[src/rtl/tmrf_pkg.sv]
package tmrf_pkg;

    typedef enum logic {
        PH_READ  = 1'b0,
        PH_WRITE = 1'b1
    } tmrf_phase_e;

    // number of read ports the file offers
    localparam int unsigned TMRF_NRD = 2;

endpackage

[src/rtl/tmrf_phase.sv]
module tmrf_phase
    import tmrf_pkg::*;
(
    input  logic clk,
    input  logic rst_n,
    output logic rd_slot,
    output logic wr_slot,
    output logic phase
);

    typedef struct packed {
        tmrf_phase_e ph;
    } phase_state_t;

    phase_state_t st_d;
    phase_state_t st_q;

    always_comb begin
        st_d = st_q;
        if (st_q.ph == PH_READ) begin
            st_d.ph = PH_WRITE;
        end else begin
            st_d.ph = PH_READ;
        end
    end

    always_ff @(posedge clk or negedge rst_n) begin
        if (!rst_n) begin
            st_q <= '{ph: PH_READ};
        end else begin
            st_q <= st_d;
        end
    end

    assign rd_slot = (st_q.ph == PH_READ);
    assign wr_slot = (st_q.ph == PH_WRITE);
    assign phase   = st_q.ph;

endmodule

[src/rtl/tmrf_array.sv]
module tmrf_array
    import tmrf_pkg::*;
#(
    parameter int unsigned NREG = 32,
    parameter int unsigned DW   = 32,
    parameter int unsigned NRD  = TMRF_NRD,
    localparam int unsigned AW  = $clog2(NREG)
) (
    input  logic                   clk,
    input  logic                   rst_n,
    input  logic                   rd_en,
    input  logic [NRD-1:0][AW-1:0] rd_idx,
    output logic [NRD-1:0][DW-1:0] rd_val,
    input  logic                   wr_go,
    input  logic [AW-1:0]          wr_idx,
    input  logic [DW-1:0]          wr_val
);

    typedef struct packed {
        logic [NREG-1:0][DW-1:0] cells;
        logic [NRD-1:0][DW-1:0]  rd;
    } arr_state_t;

    arr_state_t st_d;
    arr_state_t st_q;

    logic [NRD-1:0][DW-1:0] lookup;

    // one lookup path per read port; index 0 is a constant zero
    for (genvar p = 0; p < NRD; p++) begin : g_rport
        always_comb begin
            if (rd_idx[p] == '0) begin
                lookup[p] = '0;
            end else begin
                lookup[p] = st_q.cells[rd_idx[p]];
            end
        end
    end

    // the array either reads (both ports) or writes, never both in one edge
    always_comb begin
        st_d = st_q;
        if (rd_en) begin
            st_d.rd = lookup;
        end else if (wr_go && (wr_idx != '0)) begin
            st_d.cells[wr_idx] = wr_val;
        end
        st_d.cells[0] = '0;
    end

    always_ff @(posedge clk or negedge rst_n) begin
        if (!rst_n) begin
            st_q <= '0;
        end else begin
            st_q <= st_d;
        end
    end

    assign rd_val = st_q.rd;

endmodule

[src/rtl/tmrf_regfile.sv]
module tmrf_regfile
    import tmrf_pkg::*;
#(
    parameter int unsigned NREG = 32,
    parameter int unsigned DW   = 32,
    localparam int unsigned AW  = $clog2(NREG)
) (
    input  logic          clk,
    input  logic          rst_n,
    output logic          phase_o,
    input  logic [AW-1:0] rd_addr_a,
    output logic [DW-1:0] rd_data_a,
    input  logic [AW-1:0] rd_addr_b,
    output logic [DW-1:0] rd_data_b,
    input  logic          wr_en,
    input  logic [AW-1:0] wr_addr,
    input  logic [DW-1:0] wr_data
);

    logic rd_slot;
    logic wr_slot;
    logic ph;

    logic [TMRF_NRD-1:0][AW-1:0] rd_idx;
    logic [TMRF_NRD-1:0][DW-1:0] rd_val;
    logic                        wr_go;

    tmrf_phase u_phase (
        .clk     (clk),
        .rst_n   (rst_n),
        .rd_slot (rd_slot),
        .wr_slot (wr_slot),
        .phase   (ph)
    );

    always_comb begin
        rd_idx    = '0;
        rd_idx[0] = rd_addr_a;
        rd_idx[1] = rd_addr_b;
    end

    // write request only reaches the array in the write half
    assign wr_go = wr_slot & wr_en;

    tmrf_array #(
        .NREG (NREG),
        .DW   (DW),
        .NRD  (TMRF_NRD)
    ) u_array (
        .clk    (clk),
        .rst_n  (rst_n),
        .rd_en  (rd_slot),
        .rd_idx (rd_idx),
        .rd_val (rd_val),
        .wr_go  (wr_go),
        .wr_idx (wr_addr),
        .wr_val (wr_data)
    );

    assign rd_data_a = rd_val[0];
    assign rd_data_b = rd_val[1];
    assign phase_o   = ph;

endmodule

[config.mk]
export PLATFORM = sky130hd
export DESIGN_NAME = tmrf_regfile
export DESIGN_NICKNAME = d
export VERILOG_FILES = /design/src/rtl/tmrf_pkg.sv /design/src/rtl/tmrf_phase.sv /design/src/rtl/tmrf_array.sv /design/src/rtl/tmrf_regfile.sv
export SDC_FILE = /design/constraint.sdc
export NUM_CORES = 2
export LEC_CHECK = 0
export BUFFER_PORTS_ARGS = -buffer_cell sky130_fd_sc_hd__buf_2
export CAP_MARGIN = 20
export CORE_MARGIN = 1.5
export CORE_UTILIZATION = 55
export DETAILED_ROUTE_END_ITERATION = 10
export PLACE_DENSITY = 0.75
export SLEW_MARGIN = 20
export SYNTH_ARGS = -nofsm -noshare
export SYNTH_HDL_FRONTEND = slang
export SYNTH_SLANG_ARGS = --single-unit
[constraint.sdc]
create_clock -name clk -period 3.7 [get_ports clk]
set_input_delay 0.185 -clock clk [delete_from_list [all_inputs] [get_ports clk]]
set_output_delay 0.185 -clock clk [all_outputs]
set_load 0.005 [all_outputs]
==> flow_metrics.env <==
export IMPL_syn2layout_area_growth_pct=9.69
export IMPL_drt_wl_total_mm=161
export IMPL_nets=3577
export IMPL_slew_limit_headroom=0.297
export IMPL_drt_pass1_iterations=5
export IMPL_place_gp_congestion=0.851
export IMPL_clk_latency_ps=710
export IMPL_global_route_wire_length_before_repair_mm=240
export IMPL_seq_power_share=0.468
export IMPL_finalSetupViolCount=0
export IMPL_drt_iter0_markers=3679
export IMPL_criticalPathCategory="flop to flop"
export IMPL_worst_endpoint_required_ps=4280
export IMPL_number_of_filler_cells_placed_in_the_layout=7389
export IMPL_synth_edf_count=0
export IMPL_comb_power_share=0.150
export IMPL_critical_path_arrival_ps=3350
export IMPL_path_clk_slew_ps=70
export IMPL_outcome="finished clean"
export IMPL_net_count_after_synthesis=3671
export IMPL_cts_bufs_inserted=112
export IMPL_buffers_from_clock_root_to_sink_at_most=3
export IMPL_initial_utilization=0.556
export IMPL_ys_seq_area_frac=0.475
export IMPL_cts_root_buffer_cell="sky130_fd_sc_hd__clkbuf_16"
export IMPL_detail_route_wl_per_cell_um=32.2
export IMPL_syn_cell_area_mm2=0.0557
export IMPL_grt_pass1_vias=36037
export IMPL_power_density_normalized_to_cell_area_mw_per_mm2=486
export IMPL_synth_flop_cell="sky130_fd_sc_hd__dfrtp_1"
export IMPL_netSwitchingFraction=0.258
export IMPL_min_period_over_period=0.747
export IMPL_yosysTopAreaCellShare=0.475
export IMPL_mostFrequentLayoutCell="sky130_fd_sc_hd__dfrtp_1"
export IMPL_critPathMaxFanout=15
export IMPL_vias=35082
export IMPL_worst_clock_skew_ps=35.8
export IMPL_max_cap_violations=0
export IMPL_synth_warnings=0
export IMPL_antenna_found_initial=9
export IMPL_core_area_mm2=0.100
export IMPL_synth_largest_area_cell="sky130_fd_sc_hd__dfrtp_1"
export IMPL_worst_tran_pin_value_ps=1050
export IMPL_post_cts_buffers=0
export IMPL_max_freq_ghz=0.362
export IMPL_final_max_slew_viol_count=0
export IMPL_final_cell_mix="1056 x sky130_fd_sc_hd__dfrtp_1, 1043 x sky130_fd_sc_hd__mux2_2, 447 x sky130_fd_sc_hd__mux4_2"
export IMPL_yosys_top_cells_area="sky130_fd_sc_hd__dfrtp_1 47%, sky130_fd_sc_hd__mux2_2 21%, sky130_fd_sc_hd__mux4_2 18%"
export IMPL_grt_setup_unrepaired="no"
export IMPL_clockPowerShare=0.382
export IMPL_hold_path_class="primary input to flop"
export IMPL_floorplan_die_width_um=321
export IMPL_global_route_usage_total=0.316
export IMPL_row_count=116
export IMPL_finalCoreUtilization=0.609
export IMPL_globalRoute_totalOverflow=0
export IMPL_period_needed_ps=2760
export IMPL_totalNegativeSetupSlack_ps=0
export IMPL_portBuffers=114
export IMPL_post_synth_inst_count=3621
export IMPL_combined_area_of_the_multi_input_logic_cells_mm2=0.0270
export IMPL_final_layout_size_suffix_gt1_frac=0.546
export IMPL_area_sequential_mm2=0.0265
export IMPL_drcViolationCount=0
export IMPL_ff2ff_setup_slack_ps=940
export IMPL_start_kind="flop"
export IMPL_htree_num_levels=3
export IMPL_power_leakage_nw=27.4
export IMPL_synth_seq_cells=1057
export IMPL_hold_viol_final=0
export IMPL_design_die_area_mm2=0.103
export IMPL_io_pins=115
export IMPL_tritoncts="built"
export IMPL_net_switching_power_mw=7.66
export IMPL_postSynth_asyncResetShare=1.00
export IMPL_avgViaCountPerCell=7.05
export IMPL_vdd_drop_max_v=0.000347
export IMPL_maximum_number_of_pins_on_one_net_before_global_route_repair=105
export IMPL_cts_num_sinks=1057
export IMPL_final_ant_viol_nets=0
export IMPL_hpwl_mm=93.9
export IMPL_timing_critical_path_to_type="flop"
export IMPL_post_synth_num_cell_types=49
export IMPL_mean_cell_area_of_the_mapped_netlist_um2=15.4
export IMPL_dieHeight_um=321
export IMPL_p_int_mw=22.1
## through the flow
step	instance area (um^2)	worst slack, ps	std cells	power (mW)	hold slack, ps
6_report	61100	937	4979	29.7	39.3
5_1_grt	61100	854	4979	30.8	50.9
4_1_cts	61100	968	4976	29.8	4.68
3_5_place_dp	57400	837	4768	18.5	296
3_3_place_gp	57400	825	4767	18.3	304
2_1_floorplan	55700	1830	3621	17.2	-111
## worst max-delay path, stage by stage, from the launching register on
cell and delay [ps]:
sky130_fd_sc_hd__dfrtp_4 550, sky130_fd_sc_hd__nand2_1 150, sky130_fd_sc_hd__nor4_4 550, sky130_fd_sc_hd__nand4b_1 600, sky130_fd_sc_hd__buf_4 450, sky130_fd_sc_hd__mux2_2 320
## cell families after synthesis
kind of cell | synth area share
AND/OR/NAND/NOR | 0.0145
AO/OA/AOI/OAI | 0.0451
multiplexers | 0.422
flip-flops | 0.475
buffers and inverters | 0.0437
## Yosys cell counts (3+ instances only)
library cell and number:
sky130_fd_sc_hd__nand2_1 28, sky130_fd_sc_hd__nor2b_1 43, sky130_fd_sc_hd__o311ai_0 7, sky130_fd_sc_hd__a211oi_1 32, sky130_fd_sc_hd__buf_2 139, sky130_fd_sc_hd__a22oi_1 13, sky130_fd_sc_hd__mux2_2 1043, sky130_fd_sc_hd__a2111oi_0 31
sky130_fd_sc_hd__nor2_1 44, sky130_fd_sc_hd__dfrtp_1 1057, sky130_fd_sc_hd__o41ai_1 6, sky130_fd_sc_hd__clkbuf_1 170, sky130_fd_sc_hd__o22ai_1 34, sky130_fd_sc_hd__mux4_2 447, sky130_fd_sc_hd__nand2b_1 6, sky130_fd_sc_hd__or2_2 3
sky130_fd_sc_hd__o311ai_1 19, sky130_fd_sc_hd__a221oi_1 63, sky130_fd_sc_hd__inv_1 4, sky130_fd_sc_hd__nand3b_1 4, sky130_fd_sc_hd__nor3b_1 5, sky130_fd_sc_hd__nand4b_1 4, sky130_fd_sc_hd__a22oi_2 18, sky130_fd_sc_hd__buf_6 25
sky130_fd_sc_hd__a22o_1 26, sky130_fd_sc_hd__mux2i_1 153, sky130_fd_sc_hd__buf_1 42, sky130_fd_sc_hd__mux2_1 15, sky130_fd_sc_hd__a221o_1 31, sky130_fd_sc_hd__o311a_1 5, sky130_fd_sc_hd__buf_4 81
## final timing paths
path | depth (start not counted) | start | to
worst max-delay path | 5 | u_phase.phase | u_array.st_q[467]
worst min-delay path | 3 | rd_addr_a[3] | u_array.rd_val[26]
worst max register to register | 5 | u_phase.phase | u_array.st_q[467]
worst min register to register | 2 | u_array.rd_val[48] | u_array.rd_val[48]
max in group asynchronous | 3 | rst_n | u_array.st_q[1033]
min in group asynchronous | 2 | rst_n | u_array.st_q[802]
## layout make-up
type | instances | share of cell area
Timing Repair Buffer | 251 | 0.0366
Sequential cell | 1057 | 0.433
Inverter | 4 | 0.000246
Clock buffer | 175 | 0.0555
Multi-Input combinational cell | 2101 | 0.442
Antenna cell | 3 | 0.000123
Clock inverter | 31 | 0.00477
Tap cell | 1357 | 0.0278
## per-layer routing
metal | vias to the layer above | routed length, um | GRT usage
met5 | - | 57 | 0
met2 | 1726 | 74800 | 0.487
met3 | 346 | 15100 | 0.0725
met4 | 10 | 5820 | 0.114
met1 | 19112 | 64800 | 0.441
li1 | 13888 | - | -
## what timing repair did
item	CTS	global route
hold buffers	2	0
gates resized for setup	0	0
endpoints found under the hold margin	52	0
## sequential cells by signal, summed over array words and instances, names as in the netlist
name	cells
u_phase.phase	1
u_array.rd_val	64
u_array.st_q	992
## power by group through the flow
| stage | sequential, mW | combinational [mW] | clock (mW) |
|---|---|---|---|
| 6_report | 13.9 | 4.46 | 11.3 |
| 2_1_floorplan | 13.7 | 3.50 | 0 |
| 3_3_place_gp | 14.0 | 4.34 | 0 |
| 5_1_grt | 14.1 | 4.78 | 11.9 |
| 3_5_place_dp | 14.1 | 4.45 | 0 |
| 4_1_cts | 13.9 | 4.47 | 11.5 |
Note: power is estimated with default switching activity, not from simulation.
